[config.mk]
export PLATFORM = sky130hd
export DESIGN_NAME = ptp_clock_corrector
export DESIGN_NICKNAME = d
export VERILOG_FILES = /design/src/rtl/ptpc_pkg.sv /design/src/rtl/ptpc_cmd_fsm.sv /design/src/rtl/ptpc_time_core.sv /design/src/rtl/ptpc_target_unit.sv /design/src/rtl/ptp_clock_corrector.sv
export SDC_FILE = /design/constraint.sdc
export NUM_CORES = 1
export LEC_CHECK = 0
export CORE_MARGIN = 4
export CORE_UTILIZATION = 35
export CTS_CLUSTER_SIZE = 40
export DETAILED_ROUTE_END_ITERATION = 6
export DONT_BUFFER_PORTS = 1
export PLACE_DENSITY = 0.46
export SKIP_CTS_REPAIR_TIMING = 1
export SYNTH_ARGS = -nofsm -noshare
export SYNTH_HDL_FRONTEND = slang
export SYNTH_SLANG_ARGS = --single-unit
[constraint.sdc]
create_clock -name clk -period 8 [get_ports clk]
set_clock_uncertainty 0.15 [all_clocks]
set_input_delay 1.2 -clock clk [delete_from_list [all_inputs] [get_ports clk]]
set_output_delay 1.2 -clock clk [all_outputs]
set_load 0.03 [all_outputs]
[src/rtl/ptpc_pkg.sv]
package ptpc_pkg;

    typedef enum logic {
        CMD_IDLE,
        CMD_APPLY
    } cmd_state_t;

    typedef enum logic [1:0] {
        TGT_DISARMED,
        TGT_ARMED,
        TGT_FIRED
    } tgt_state_t;

    localparam logic [3:0] REG_CTRL         = 4'd0;
    localparam logic [3:0] REG_STEP_SEC     = 4'd1;
    localparam logic [3:0] REG_STEP_SUB     = 4'd2;
    localparam logic [3:0] REG_ADDEND_STAGE = 4'd3;
    localparam logic [3:0] REG_TGT_SEC      = 4'd4;
    localparam logic [3:0] REG_TGT_SUB      = 4'd5;
    localparam logic [3:0] REG_TIME_SEC     = 4'd6;
    localparam logic [3:0] REG_TIME_SUB     = 4'd7;
    localparam logic [3:0] REG_STATUS       = 4'd8;
    localparam logic [3:0] REG_ADDEND_LIVE  = 4'd9;

    localparam int CTRL_STEP_BIT   = 0;
    localparam int CTRL_ADDEND_BIT = 1;
    localparam int CTRL_MASK_BIT   = 2;

endpackage

[src/rtl/ptpc_cmd_fsm.sv]
module ptpc_cmd_fsm
    import ptpc_pkg::*;
(
    input  logic clk,
    input  logic rst_n,
    input  logic ctrl_wr,
    input  logic set_step,
    input  logic set_addend,
    output logic step_pend,
    output logic addend_pend,
    output logic do_step,
    output logic do_addend
);

    cmd_state_t state_q, state_d;

    always_comb begin
        state_d = state_q;
        unique case (state_q)
            CMD_IDLE:  if (step_pend || addend_pend) state_d = CMD_APPLY;
            CMD_APPLY: state_d = CMD_IDLE;
            default:   state_d = CMD_IDLE;
        endcase
    end

    always_ff @(posedge clk or negedge rst_n) begin
        if (!rst_n) state_q <= CMD_IDLE;
        else        state_q <= state_d;
    end

    always_comb begin
        do_step   = (state_q == CMD_APPLY) && step_pend;
        do_addend = (state_q == CMD_APPLY) && addend_pend;
    end

    always_ff @(posedge clk or negedge rst_n) begin
        if (!rst_n) begin
            step_pend   <= 1'b0;
            addend_pend <= 1'b0;
        end else begin
            if (ctrl_wr && set_step)          step_pend   <= 1'b1;
            else if (state_q == CMD_APPLY)    step_pend   <= 1'b0;
            if (ctrl_wr && set_addend)        addend_pend <= 1'b1;
            else if (state_q == CMD_APPLY)    addend_pend <= 1'b0;
        end
    end

    AST_CMD_SELF_CLEAR: assert property (@(posedge clk) disable iff (!rst_n)
        (state_q == CMD_APPLY && !ctrl_wr) |=> (!step_pend && !addend_pend));

    AST_CMD_BOTH_PEND: assert property (@(posedge clk) disable iff (!rst_n)
        (ctrl_wr && set_step && set_addend) |=> (step_pend && addend_pend));

endmodule

[src/rtl/ptpc_time_core.sv]
module ptpc_time_core #(
    parameter int          SEC_W       = 32,
    parameter int          SUB_W       = 31,
    parameter int          ACC_W       = 32,
    parameter logic [31:0] ADDEND_INIT = 32'h8000_0000,
    localparam int         TW          = SEC_W + SUB_W
) (
    input  logic             clk,
    input  logic             rst_n,
    input  logic             do_step,
    input  logic             do_addend,
    input  logic             step_neg,
    input  logic [SEC_W-1:0] step_sec,
    input  logic [SUB_W-1:0] step_sub,
    input  logic [ACC_W-1:0] addend_stage,
    output logic [TW-1:0]    time_q,
    output logic [ACC_W-1:0] addend_q
);

    logic [ACC_W-1:0] acc_q;
    logic [ACC_W:0]   acc_sum;
    logic [TW-1:0]    tick_val;
    logic [TW-1:0]    step_val;
    logic [TW-1:0]    time_d;

    assign acc_sum  = {1'b0, acc_q} + {1'b0, addend_q};
    assign tick_val = time_q + {{(TW-1){1'b0}}, acc_sum[ACC_W]};
    assign step_val = {step_sec, step_sub};

    always_comb begin
        time_d = tick_val;
        if (do_step) begin
            if (step_neg) time_d = tick_val - step_val;
            else          time_d = tick_val + step_val;
        end
    end

    always_ff @(posedge clk or negedge rst_n) begin
        if (!rst_n) begin
            acc_q    <= '0;
            time_q   <= '0;
            addend_q <= ADDEND_INIT[ACC_W-1:0];
        end else begin
            acc_q  <= acc_sum[ACC_W-1:0];
            time_q <= time_d;
            if (do_addend) addend_q <= addend_stage;
        end
    end

    AST_TIME_NO_BACKSTEP: assert property (@(posedge clk) disable iff (!rst_n)
        !do_step |=> (time_q >= $past(time_q)));

    AST_TIME_SINGLE_TICK: assert property (@(posedge clk) disable iff (!rst_n)
        !do_step |=> ((time_q - $past(time_q)) <= 1));

    AST_ADDEND_HELD: assert property (@(posedge clk) disable iff (!rst_n)
        !do_addend |=> $stable(addend_q));

endmodule

[src/rtl/ptpc_target_unit.sv]
module ptpc_target_unit
    import ptpc_pkg::*;
#(
    parameter int  SEC_W = 32,
    parameter int  SUB_W = 31,
    localparam int TW    = SEC_W + SUB_W
) (
    input  logic             clk,
    input  logic             rst_n,
    input  logic [TW-1:0]    time_now,
    input  logic             tgt_sec_wr,
    input  logic             tgt_sub_wr,
    input  logic [SEC_W-1:0] tgt_sec_in,
    input  logic [SUB_W-1:0] tgt_sub_in,
    input  logic             status_rd,
    input  logic             irq_mask,
    output logic [SEC_W-1:0] tgt_sec_q,
    output logic [SUB_W-1:0] tgt_sub_q,
    output logic             trig,
    output logic             hit_flag,
    output logic             irq
);

    tgt_state_t state_q, state_d;
    logic       passed;
    logic       fire;

    assign passed = time_now > {tgt_sec_q, tgt_sub_q};
    assign fire   = (state_q == TGT_ARMED) && passed && !tgt_sec_wr && !tgt_sub_wr;

    always_comb begin
        state_d = state_q;
        unique case (state_q)
            TGT_DISARMED: if (tgt_sub_wr) state_d = TGT_ARMED;
            TGT_ARMED: begin
                if (tgt_sec_wr)      state_d = TGT_DISARMED;
                else if (tgt_sub_wr) state_d = TGT_ARMED;
                else if (passed)     state_d = TGT_FIRED;
            end
            TGT_FIRED: begin
                if (tgt_sec_wr)      state_d = TGT_DISARMED;
                else if (tgt_sub_wr) state_d = TGT_ARMED;
            end
            default: state_d = TGT_DISARMED;
        endcase
    end

    always_ff @(posedge clk or negedge rst_n) begin
        if (!rst_n) state_q <= TGT_DISARMED;
        else        state_q <= state_d;
    end

    always_comb begin
        trig = (state_q == TGT_FIRED);
        irq  = hit_flag && !irq_mask;
    end

    always_ff @(posedge clk or negedge rst_n) begin
        if (!rst_n) begin
            tgt_sec_q <= '0;
            tgt_sub_q <= '0;
            hit_flag  <= 1'b0;
        end else begin
            if (tgt_sec_wr) tgt_sec_q <= tgt_sec_in;
            if (tgt_sub_wr) tgt_sub_q <= tgt_sub_in;
            if (fire)           hit_flag <= 1'b1;
            else if (status_rd) hit_flag <= 1'b0;
        end
    end

    AST_TRIG_HOLDS: assert property (@(posedge clk) disable iff (!rst_n)
        (trig && !tgt_sec_wr && !tgt_sub_wr) |=> trig);

    AST_TRIG_DROPS: assert property (@(posedge clk) disable iff (!rst_n)
        (tgt_sec_wr || tgt_sub_wr) |=> !trig);

    AST_TRIG_ONLY_PAST: assert property (@(posedge clk) disable iff (!rst_n)
        $rose(trig) |-> ($past(time_now) > {tgt_sec_q, tgt_sub_q}));

    AST_FLAG_READ_CLEAR: assert property (@(posedge clk) disable iff (!rst_n)
        (status_rd && state_q != TGT_ARMED) |=> !hit_flag);

    AST_IRQ_MASKED: assert property (@(posedge clk) disable iff (!rst_n)
        irq_mask |-> !irq);

endmodule

[src/rtl/ptp_clock_corrector.sv]
module ptp_clock_corrector
    import ptpc_pkg::*;
#(
    parameter int          SEC_W       = 32,
    parameter int          SUB_W       = 31,
    parameter int          ACC_W       = 32,
    parameter logic [31:0] ADDEND_INIT = 32'h8000_0000
) (
    input  logic        clk,
    input  logic        rst_n,
    input  logic        wr_en,
    input  logic        rd_en,
    input  logic [3:0]  addr,
    input  logic [31:0] wdata,
    output logic [31:0] rdata,
    output logic        trig_out,
    output logic        irq
);

    localparam int DW = 32;
    localparam int TW = SEC_W + SUB_W;

    logic             ctrl_wr;
    logic             step_pend, addend_pend;
    logic             do_step, do_addend;
    logic             irq_mask_q;
    logic             step_neg_q;
    logic [SEC_W-1:0] step_sec_q;
    logic [SUB_W-1:0] step_sub_q;
    logic [ACC_W-1:0] addend_stage_q;
    logic [ACC_W-1:0] addend_live;
    logic [TW-1:0]    time_now;
    logic [SEC_W-1:0] tgt_sec;
    logic [SUB_W-1:0] tgt_sub;
    logic             hit_flag;
    logic             tgt_sec_wr, tgt_sub_wr, status_rd;

    assign ctrl_wr    = wr_en && (addr == REG_CTRL);
    assign tgt_sec_wr = wr_en && (addr == REG_TGT_SEC);
    assign tgt_sub_wr = wr_en && (addr == REG_TGT_SUB);
    assign status_rd  = rd_en && (addr == REG_STATUS);

    always_ff @(posedge clk or negedge rst_n) begin
        if (!rst_n) begin
            irq_mask_q     <= 1'b0;
            step_neg_q     <= 1'b0;
            step_sec_q     <= '0;
            step_sub_q     <= '0;
            addend_stage_q <= '0;
        end else if (wr_en) begin
            unique case (addr)
                REG_CTRL:         irq_mask_q <= wdata[CTRL_MASK_BIT];
                REG_STEP_SEC:     step_sec_q <= wdata[SEC_W-1:0];
                REG_STEP_SUB: begin
                    step_neg_q <= wdata[DW-1];
                    step_sub_q <= wdata[SUB_W-1:0];
                end
                REG_ADDEND_STAGE: addend_stage_q <= wdata[ACC_W-1:0];
                default: ;
            endcase
        end
    end

    ptpc_cmd_fsm u_cmd (
        .clk         (clk),
        .rst_n       (rst_n),
        .ctrl_wr     (ctrl_wr),
        .set_step    (wdata[CTRL_STEP_BIT]),
        .set_addend  (wdata[CTRL_ADDEND_BIT]),
        .step_pend   (step_pend),
        .addend_pend (addend_pend),
        .do_step     (do_step),
        .do_addend   (do_addend)
    );

    ptpc_time_core #(
        .SEC_W       (SEC_W),
        .SUB_W       (SUB_W),
        .ACC_W       (ACC_W),
        .ADDEND_INIT (ADDEND_INIT)
    ) u_time (
        .clk          (clk),
        .rst_n        (rst_n),
        .do_step      (do_step),
        .do_addend    (do_addend),
        .step_neg     (step_neg_q),
        .step_sec     (step_sec_q),
        .step_sub     (step_sub_q),
        .addend_stage (addend_stage_q),
        .time_q       (time_now),
        .addend_q     (addend_live)
    );

    ptpc_target_unit #(
        .SEC_W (SEC_W),
        .SUB_W (SUB_W)
    ) u_tgt (
        .clk        (clk),
        .rst_n      (rst_n),
        .time_now   (time_now),
        .tgt_sec_wr (tgt_sec_wr),
        .tgt_sub_wr (tgt_sub_wr),
        .tgt_sec_in (wdata[SEC_W-1:0]),
        .tgt_sub_in (wdata[SUB_W-1:0]),
        .status_rd  (status_rd),
        .irq_mask   (irq_mask_q),
        .tgt_sec_q  (tgt_sec),
        .tgt_sub_q  (tgt_sub),
        .trig       (trig_out),
        .hit_flag   (hit_flag),
        .irq        (irq)
    );

    always_comb begin
        rdata = '0;
        unique case (addr)
            REG_CTRL:         rdata = DW'({irq_mask_q, addend_pend, step_pend});
            REG_STEP_SEC:     rdata = DW'(step_sec_q);
            REG_STEP_SUB:     rdata = {step_neg_q, (DW-1)'(step_sub_q)};
            REG_ADDEND_STAGE: rdata = DW'(addend_stage_q);
            REG_TGT_SEC:      rdata = DW'(tgt_sec);
            REG_TGT_SUB:      rdata = DW'(tgt_sub);
            REG_TIME_SEC:     rdata = DW'(time_now[TW-1:SUB_W]);
            REG_TIME_SUB:     rdata = DW'(time_now[SUB_W-1:0]);
            REG_STATUS:       rdata = DW'(hit_flag);
            REG_ADDEND_LIVE:  rdata = DW'(addend_live);
            default:          rdata = '0;
        endcase
    end

    AST_STEP_NEEDS_PEND: assert property (@(posedge clk) disable iff (!rst_n)
        do_step |-> $past(step_pend));

    AST_IRQ_FOLLOWS_FLAG: assert property (@(posedge clk) disable iff (!rst_n)
        irq |-> hit_flag);

endmodule

==> impl_results.md, run 1 <==
* # diodes at 0
* Compound-cell area share of the yosys netlist at between 10% and 20%
* Period utilization at 91.9%
* Core ar. at 60400 µm²
* Fmax at 136 MHz
* Min-delay worst type: input port to asynchronous set/reset pin
* Count leader, synth: dfrtp_1
* Root Buffer: clkbuf_16
* Sequential element share of the synthesized area at roughly a third
* Critical path type: flip-flop to flip-flop
* Main synth FF type: dfrtp_1
* Post-Syn Nets at 2537
* Routed WL at slightly below 80000 µm
* Initial Utilization at 35.4%
* Synth top area cells: dfrtp_1 (34%), mux2_2 (10%), ha_1 (9.4%), xnor2_1 (5.7%), a21oi_1 (5.3%)
* Final hold violation count at 0
* Worst EP required at about 8.3 ns
* Tmin final at ~7.4 ns
* EDFF count, synth at 0
* Status: complete, no violations
* Asr flop ratio synth at 100%
* Drc violations at 0
* Initial antenna violation count at 0
* Die area at around 65000 µm²
* Worst-path fanout max at 8
* CP Launch Type: flip-flop
* Wire per inst at 25.3 µm
* Slew of the pin with the lowest slew margin at 1.49 ns
* Cell mode on critical path: ha_1
* RSZ-0062 raised after global routing: false
* Crit path arrival time at 7.68 ns
* Hold Worst Slack at 0.217 ns
* Via/cell ratio at 5.90
* Port Buf Inserts at 0
* Slew Limit Fails at 0
* Share of cells above drive strength 1 at 14.3%
* Vias at between 15000 and 20000
* Total GRT Usage at 24.0%
* H-tree depth reported by CTS at 2
* Wire length on met2 at 35900 µm
* Cell variety after synth at 74
* Post-synth top area cell: dfrtp_1
* Mean post-synth cell area at 9.14 µm²
* Post-synth top area share at between 30 and 40%
* Vias in the first global route at 18400
* Boundary Pins at between 70 and 80
* Fill count at 6045
* Seq cells post-synth at 293
* Synth Instances at 2335
* Total gr overflow at 0
* CP Buf/Inv Count at 2
* Highest routed layer: met4
* Die Span Y at 255 µm
* Post-synth top cells: dfrtp_1 (292), a21oi_1 (225), nor2_1 (204)
* HPWL after DPL at 59500 µm
* Worst-path clk slew at 0.06 ns
* Num rows at 90
* Critical path's slowest cell: o21ai_0
* Drt pass-1 iters at 5
* Clk_lat worst skew at 0.57 ns
* Leakage power total at a little over 10 nW
* Largest net degree at the start of global routing at 294
* Delay-heaviest family, CP: compound AO/OA/AOI/OAI gates
* Clock Sinks at between 200 and 300
* Max Cap Violations at 0
* Synthesis Warnings at 0
* Initial DRC count at 1415
* Adder-Cell Fraction of Synth Area at under 10%
* Crit-path max cell delay at between 0.4 and 0.5 ns
* First-pass GRT wire length at 119000 µm
* Final #Nets at 2519
* Post-synthesis simple-gate area fraction at 15.0%
* Met3 WL at 4710 µm
* Total power at 10.4 mW
* Post-Syn Area at 21300 µm²
* CTS tree: built
* Largest family of logic cells by synthesized area: compound AO/OA/AOI/OAI gates
* Crit end category: flip-flop
* Total negative slack at 0 ns
* Multiplexer share of the synthesized area at between 10% and 20%
* Post-Synth XOR/XNOR Area at 8.21%
* Final Setup Violations at 0
* Slew Limit Headroom at 0.552%
* ANT nets after route at 0
* Num CTS Buffers at 40
* Die Wd at 255 µm
* Met1 wire length at 36800 µm
* Pwr Density at 439 nW/µm²
* Clk buf depth at 3
* Placer Congestion at 0.956
* Area growth from synthesis to layout at 11.1%
* Peak supply drop at 180 µV
[cells by family after synthesis]
group,count (synthesis)
buffers and inverters,216
XOR/XNOR,200
adder cells (fa/ha/maj),162
AO/OA/AOI/OAI,621
AND/OR/NAND/NOR,643
multiplexers,200
flip-flops,293
[layout by cell type, fill, tap and decap left out, types with 60 or more instances in the layout]
cell	Yosys	final
a21oi_1	225	225
o21ai_0	65	64
mux2_2	197	197
inv_1	106	106
nand4_1	83	83
xnor2_1	140	140
dfrtp_1	292	291
a22oi_1	123	123
nand2_1	130	129
nor2_1	204	201
ha_1	160	160
xor2_1	60	60
[through the flow]
stage | area (µm²) | setup slack (ns) | cells | util, %
2_1_floorplan | 21300 | 1.75 | 2335 | -
4_1_cts | 23700 | 0.447 | 3126 | 39.3
3_5_place_dp | 22300 | 0.470 | 3057 | 37.0
3_3_place_gp | 22300 | 0.480 | 3057 | 37.0
5_1_grt | 23700 | 0.0539 | 3126 | 39.3
6_report | 23700 | 0.645 | 3126 | 39.3
[power breakdown]
| part | switching (mW) | internal, mW | leakage (nW) |
|---|---|---|---|
| registers | 0.849 | 1.98 | 3.59 |
| clock network | 0.707 | 1.18 | 0.687 |
| logic | 3.35 | 2.34 | 5.95 |
[metal layers]
metal	GRT usage, %	vias up
li1	-	8530
met1	34.3	9275
met2	38.4	556
met3	4.14	97
met4	5.44	0
met5	0	-
[sequential cells by signal, indices dropped and copies added (netlist names)]
signal             count
addend_stage_q        32
irq_mask_q             1
step_neg_q             1
step_sec_q            32
step_sub_q            31
u_cmd.addend_pend      1
u_cmd.state_q          1
u_cmd.step_pend        1
u_tgt.hit_flag         1
u_tgt.state_q          2
u_tgt.tgt_sec_q       32
u_tgt.tgt_sub_q       31
u_time.acc_q          32
u_time.addend_q       32
u_time.time_q         63
[worst paths after layout]
kind / cells after the start / start / endpoint / slack (ns)
max reg2reg: 28 / u_time.addend_q[0] / u_time.time_q[55] / 0.65
min reg2reg: 1 / u_time.acc_q[0] / u_time.acc_q[0] / 0.32
max: 28 / u_time.addend_q[0] / u_time.time_q[55] / 0.65
min: 0 / rst_n / u_time.time_q[37] / 0.22
max in group asynchronous: 0 / rst_n / step_neg_q / 6.21
min in group clk: 1 / u_time.acc_q[0] / u_time.acc_q[0] / 0.32
[final cells by class]
class,count,area (µm²),share of cell area [%]
Inverter,106,398,1.68
Clock buffer,59,1220,5.17
Clock inverter,10,161,0.681
Tap cell,782,978,4.13
Sequential cell,293,7330,30.9
Timing Repair Buffer,50,375,1.58
Multi-Input combinational cell,1826,13200,55.8
(Power assumes the default switching activity.)
==> inputs of run 2 (changes only) <==
--- a/config.mk
+++ b/config.mk
@@ -10,8 +10,9 @@
 export CTS_CLUSTER_SIZE = 40
 export DETAILED_ROUTE_END_ITERATION = 6
 export DONT_BUFFER_PORTS = 1
-export PLACE_DENSITY = 0.46
+export PLACE_DENSITY = 0.6
 export SKIP_CTS_REPAIR_TIMING = 1
+export SLEW_MARGIN = 20
 export SYNTH_ARGS = -nofsm -noshare
 export SYNTH_HDL_FRONTEND = slang
 export SYNTH_SLANG_ARGS = --single-unit
==> impl_results.md, run 2 (same netlist as run 1, synthesis figures left out) <==
* Commonest non-fill, non-tap cells in the layout: dfrtp_1 (291), a21oi_1 (225), nor2_1 (201), mux2_2 (197), ha_1 (160)
* Max Cap Violations at 0 (unchanged)
* Crit path arrival time at 7.79 ns (+0.11 ns)
* Boundary Pins at 74 (unchanged)
* Tmin final at 7.51 ns (+0.159 ns)
* Peak supply drop at 188 µV (+4.3%)
* Initial antenna violation count at 1 (+1)
* Period utilization at 93.9% (+2.0 points)
* Drc violations at 0 (unchanged)
* Root Buffer: clkbuf_16
* Vias at 18600 (+0.71%)
* Drt pass-1 iters at 5 (unchanged)
* Slew Limit Fails at 0 (unchanged)
* Initial DRC count at 1416 (+0.071%)
* Clk buf depth at 3 (unchanged)
* Crit end category: flip-flop
* Crit-path max cell delay at 0.53 ns (+0.05 ns)
* Critical path's slowest cell: a21oi_1
* Final #Nets at 2496 (-0.91%)
* Placer Congestion at 1.02 (+6.9%)
* Wire per inst at 23.9 µm (-5.5%)
* Clock Sinks at 293 (unchanged)
* Core ar. at 60400 µm² (unchanged)
* Final core utilization at 38.8% (-0.52 points)
* Cell mode on critical path: ha_1
* Slew of the pin with the lowest slew margin at 1.12 ns (-0.369 ns)
* Largest net degree at the start of global routing at 294 (unchanged)
* Share of cells above drive strength 1 at 13.4% (-0.91 points)
* Status: complete, no violations
* Area growth from synthesis to layout at 9.62%
* Min-delay worst type: input port to asynchronous set/reset pin
* Fill count at 6016 (-0.48%)
* Die Wd at 255 µm (unchanged)
* ANT nets after route at 0 (unchanged)
* Num CTS Buffers at 35 (-13%)
* Biggest register: u_time.time_q
* CP Launch Type: flip-flop
* Vias in the first global route at 18700 (+1.6%)
* Leakage power total at 10.0 nW (-1.9%)
* Final hold violation count at 0 (unchanged)
* Total negative slack at 0 ns (unchanged)
* Worst EP required at 8.28 ns (-0.04 ns)
* Total GRT Usage at 22.5% (-1.5 points)
* Port Buf Inserts at 0 (unchanged)
* Worst-path fanout max at 8 (unchanged)
* Initial Utilization at 35.4% (unchanged)
* Leading cell type in the layout, fill and taps excluded: dfrtp_1
* Routed WL at 74100 µm (-6.3%)
* First-pass GRT wire length at 113000 µm (-4.4%)
* Die Span Y at 255 µm (unchanged)
* H-tree depth reported by CTS at 2 (unchanged)
* Final Setup Violations at 0 (unchanged)
* Slew Limit Headroom at 24.5% (+24 points)
* Clk_lat worst skew at 0.55 ns (-0.02 ns)
* HPWL after DPL at 55900 µm (-6.1%)
* CTS tree: built
* RSZ-0062 raised after global routing: false
* Via/cell ratio at 6.00 (+1.6%)
* Critical path type: flip-flop to flip-flop
* Die area at 65000 µm² (unchanged)
* # diodes at 0 (unchanged)
* Worst-path clk slew at 0.06 ns (about the same)
* Fmax at 133 MHz (-2.1%)
* Total gr overflow at 0 (unchanged)
* Num rows at 90 (unchanged)
* Pwr Density at 433 nW/µm² (-1.5%)
* Max reg flops at 63 (unchanged)
-- run 2: critical path, delay by kind of cell (launching register included) --
family	cells	cell delay, ns
AO/OA/AOI/OAI	12	3.28
XOR/XNOR	2	0.37
adder cells (fa/ha/maj)	4	1.14
buffers and inverters	2	0.36
flip-flops	1	0.42
multiplexers	1	0.26
AND/OR/NAND/NOR	8	1.41
-- run 2: final cells by class --
| cell class | count | area [µm²] | area share [%] |
|---|---|---|---|
| sequential | 293 | 7330 | 31.3 |
| timing repair buffer | 32 | 240 | 1.03 |
| clock inverter | 12 | 186 | 0.797 |
| multi-input combinational | 1826 | 13200 | 56.6 |
| tap | 782 | 978 | 4.18 |
| inverter | 106 | 398 | 1.70 |
| clock buffer | 48 | 1020 | 4.34 |
-- run 2: final timing paths --
check	from	to	slack [ns]	cells past startpoint
max in group asynchronous	rst_n	step_neg_q	6.53	0
worst max register to register	u_time.addend_q[9]	u_time.time_q[54]	0.49	29
min in group clk	u_time.acc_q[0]	u_time.acc_q[0]	0.33	1
worst max-delay path	u_time.addend_q[9]	u_time.time_q[54]	0.49	29
worst min register to register	u_time.acc_q[0]	u_time.acc_q[0]	0.33	1
worst min-delay path	rst_n	step_sec_q[5]	0.21	0
-- run 2: power by group --
group | total [mW] | switching (mW) | internal [mW]
Clock | 1.69 | 0.672 | 1.02
Combinational | 5.63 | 3.34 | 2.29
Sequential | 2.80 | 0.822 | 1.98
-- run 2: stage by stage --
stage / power, mW / std cells / area [µm²] / setup slack [ns] / hold slack (ns)
after detailed placement: 8.30 / 3039 / 22200 / 0.221 / 0.319
final: 10.1 / 3099 / 23400 / 0.486 / 0.207
after floorplan: 6.65 / 2335 / 21300 / 1.75 / 0.293
after global placement: 8.24 / 3039 / 22200 / 0.335 / 0.303
after CTS: 10.0 / 3099 / 23400 / 0.171 / 0.220
after global routing: 10.8 / 3099 / 23400 / 0.00856 / 0.183
-- run 2: layer usage --
metal	track usage, %	routed length, µm	up-vias
met5	0	0	-
met4	7.17	2390	0
met3	3.55	4970	134
met2	37.7	34800	662
met1	30.0	32000	9316
li1	-	-	8477
==> inputs of run 3 (changes only) <==
--- a/config.mk
+++ b/config.mk
@@ -5,12 +5,14 @@
 export SDC_FILE = /design/constraint.sdc
 export NUM_CORES = 1
 export LEC_CHECK = 0
+export CELL_PAD_IN_SITES_DETAIL_PLACEMENT = 0
+export CELL_PAD_IN_SITES_GLOBAL_PLACEMENT = 2
 export CORE_MARGIN = 4
 export CORE_UTILIZATION = 35
 export CTS_CLUSTER_SIZE = 40
 export DETAILED_ROUTE_END_ITERATION = 6
 export DONT_BUFFER_PORTS = 1
-export PLACE_DENSITY = 0.6
+export PLACE_DENSITY_LB_ADDON = 0.3
 export SKIP_CTS_REPAIR_TIMING = 1
 export SLEW_MARGIN = 20
 export SYNTH_ARGS = -nofsm -noshare
==> impl_results.md, run 3 (same netlist as run 1, synthesis figures left out) <==
* Die Wd at 255 µm (unchanged)
* Status: complete, no violations
* Root Buffer: clkbuf_16
* Pint at 5.39 mW (+2.1%)
* Placed cell count at 3063 (+0.79%)
* Crit-path max cell delay at 0.39 ns (-0.14 ns)
* Worst setup margin at 0.742 ns (+0.256 ns)
* Port Buf Inserts at 0 (unchanged)
* Final hold violation count at 0 (unchanged)
* Via/cell ratio at 5.92 (-1.2%)
* Num rows at 90 (unchanged)
* Num CTS Buffers at 38 (+8.6%)
* Tmin final at 7.26 ns (-0.256 ns)
* Area growth from synthesis to layout at 10.7%
* Sw Pwr at 4.97 mW (+2.9%)
* Routed WL at 80100 µm (+8.1%)
* Cell Count, Final, Fillers Out at 3132 (+1.1%)
* Critical path's slowest cell: o21ai_1
* Crit end category: flip-flop
* Path depth of the worst reg2reg path at 32 (+10%)
* Total GRT Usage at 24.4% (+1.9 points)
* Commonest non-fill, non-tap cells in the layout: dfrtp_1 (291), a21oi_1 (225), nor2_1 (201), mux2_2 (197), ha_1 (160)
* RR Endpoint: u_time.time_q[62]
* Final core utilization at 39.2% (+0.40 points)
* Fmax at 138 MHz (+3.5%)
* FF-to-FF setup slack at 0.74 ns (+0.26 ns)
* Critical path type: flip-flop to flip-flop
* Placer Congestion at 0.920 (-10%)
* Total power at 10.4 mW (+2.5%)
* Total negative slack at 0 ns (unchanged)
* H-tree depth reported by CTS at 2 (unchanged)
* Max Cap Violations at 0 (unchanged)
* Leakage power total at 10.2 nW (+1.6%)
* Leading cell type in the layout, fill and taps excluded: dfrtp_1
* Share of cells above drive strength 1 at 14.6% (+1.2 points)
* Initial antenna violation count at 0 (-1)
* CP Launch Point: u_time.addend_q[0]
* Fin area at 23600 µm² (+1.0%)
* Worst-path fanout max at 6 (-2)
* Worst r2r src: u_time.addend_q[0]
* Clk_lat worst skew at 0.57 ns (+0.02 ns)
* Pwr Density at 439 nW/µm² (+1.4%)
* Worst EP required at 8.34 ns (+0.06 ns)
* Max reg flops at 63 (unchanged)
* Largest net degree at the start of global routing at 294 (unchanged)
* Crit path arrival time at 7.60 ns (-0.19 ns)
* Net Sw Frac at 48.0% (+0.21 points)
* Initial DRC count at 1404 (-0.85%)
* Total gr overflow at 0 (unchanged)
* Clock Sinks at 293 (unchanged)
* Wire per inst at 25.6 µm (+6.9%)
* Vias in the first global route at 18700 (-0.47%)
* Core ar. at 60400 µm² (unchanged)
* Die area at 65000 µm² (unchanged)
* First-pass GRT wire length at 120000 µm (+6.0%)
* CP Launch Type: flip-flop
* Final Setup Violations at 0 (unchanged)
* Register share of total power at 27.5% (-0.2 points)
* Hold Worst Slack at 0.186 ns (-0.0209 ns)
* Drt pass-1 iters at 5 (unchanged)
* Period utilization at 90.7% (-3.2 points)
* Slew Limit Fails at 0 (unchanged)
* Peak supply drop at 176 µV (-6.4%)
* Clk buf depth at 3 (unchanged)
* Slew of the pin with the lowest slew margin at 1.14 ns (+0.0203 ns)
* Drc violations at 0 (unchanged)
* Slew Limit Headroom at 23.5% (-0.93 points)
* RSZ-0062 raised after global routing: false
* Clock Power Share at 16.8% (about the same)
* DP Worst Slack at 0.429 ns (+0.209 ns)
* Min-delay worst type: input port to asynchronous set/reset pin
* Initial Utilization at 35.4% (unchanged)
* Biggest register: u_time.time_q
* Die Span Y at 255 µm (unchanged)
* Worst-path clk slew at 0.06 ns (about the same)
* Boundary Pins at 74 (unchanged)
* Comb pwr share at 55.7% (about the same)
* CTS tree: built
* Final #Nets at 2523 (+1.1%)
* HPWL after DPL at 60100 µm (+7.7%)
* Vias at 18600 (-0.19%)
* Area after DPL at 22400 µm² (+0.92%)
* Crit path capture: u_time.time_q[62]
* ANT nets after route at 0 (unchanged)
==> run 3: cell type report <==
cell class / instances / area, µm²
fill: 6134 / 36700
multi-input combinational: 1826 / 13300
sequential: 293 / 7330
clock buffer: 50 / 1040
tap: 782 / 978
timing repair buffer: 56 / 420
inverter: 106 / 398
clock inverter: 18 / 196
antenna: 1 / 2.50
==> run 3: worst min path at each step <==
stage,to,cells after the start,startpoint,slack [ns]
3_3_place_gp,u_time.acc_q[0],1,u_time.acc_q[0],0.30
6_report,u_time.time_q[57],0,rst_n,0.19
5_1_grt,u_time.time_q[57],0,rst_n,0.17
3_5_place_dp,u_time.acc_q[0],1,u_time.acc_q[0],0.31
4_1_cts,u_time.time_q[57],0,rst_n,0.14
2_1_floorplan,u_time.acc_q[0],1,u_time.acc_q[0],0.29
==> run 3: per-layer routing <==
layer / vias up / wire length [µm] / GRT usage, %
li1: 8563 / - / -
met5: - / 0 / 0
met3: 98 / 5610 / 5.07
met2: 544 / 35500 / 38.1
met1: 9349 / 37000 / 34.8
met4: 0 / 1980 / 5.94
==> run 3: power groups by stage <==
stage / Combinational (mW) / Clock [mW] / Sequential (mW)
4_1_cts: 5.73 / 1.78 / 2.82
2_1_floorplan: 4.26 / 0 / 2.39
3_3_place_gp: 5.68 / 0 / 2.84
6_report: 5.77 / 1.74 / 2.86
3_5_place_dp: 5.69 / 0 / 2.84
5_1_grt: 6.42 / 1.83 / 2.90
==> run 3: worst max-delay path: cells and delay by family (launching register included) <==
family,cells,cell delay (ns)
buf+inv,3,0.55
xor+xnor,1,0.17
compound gates,12,2.90
simple gates,12,2.07
flops,1,0.37
fa+ha+maj,4,0.96
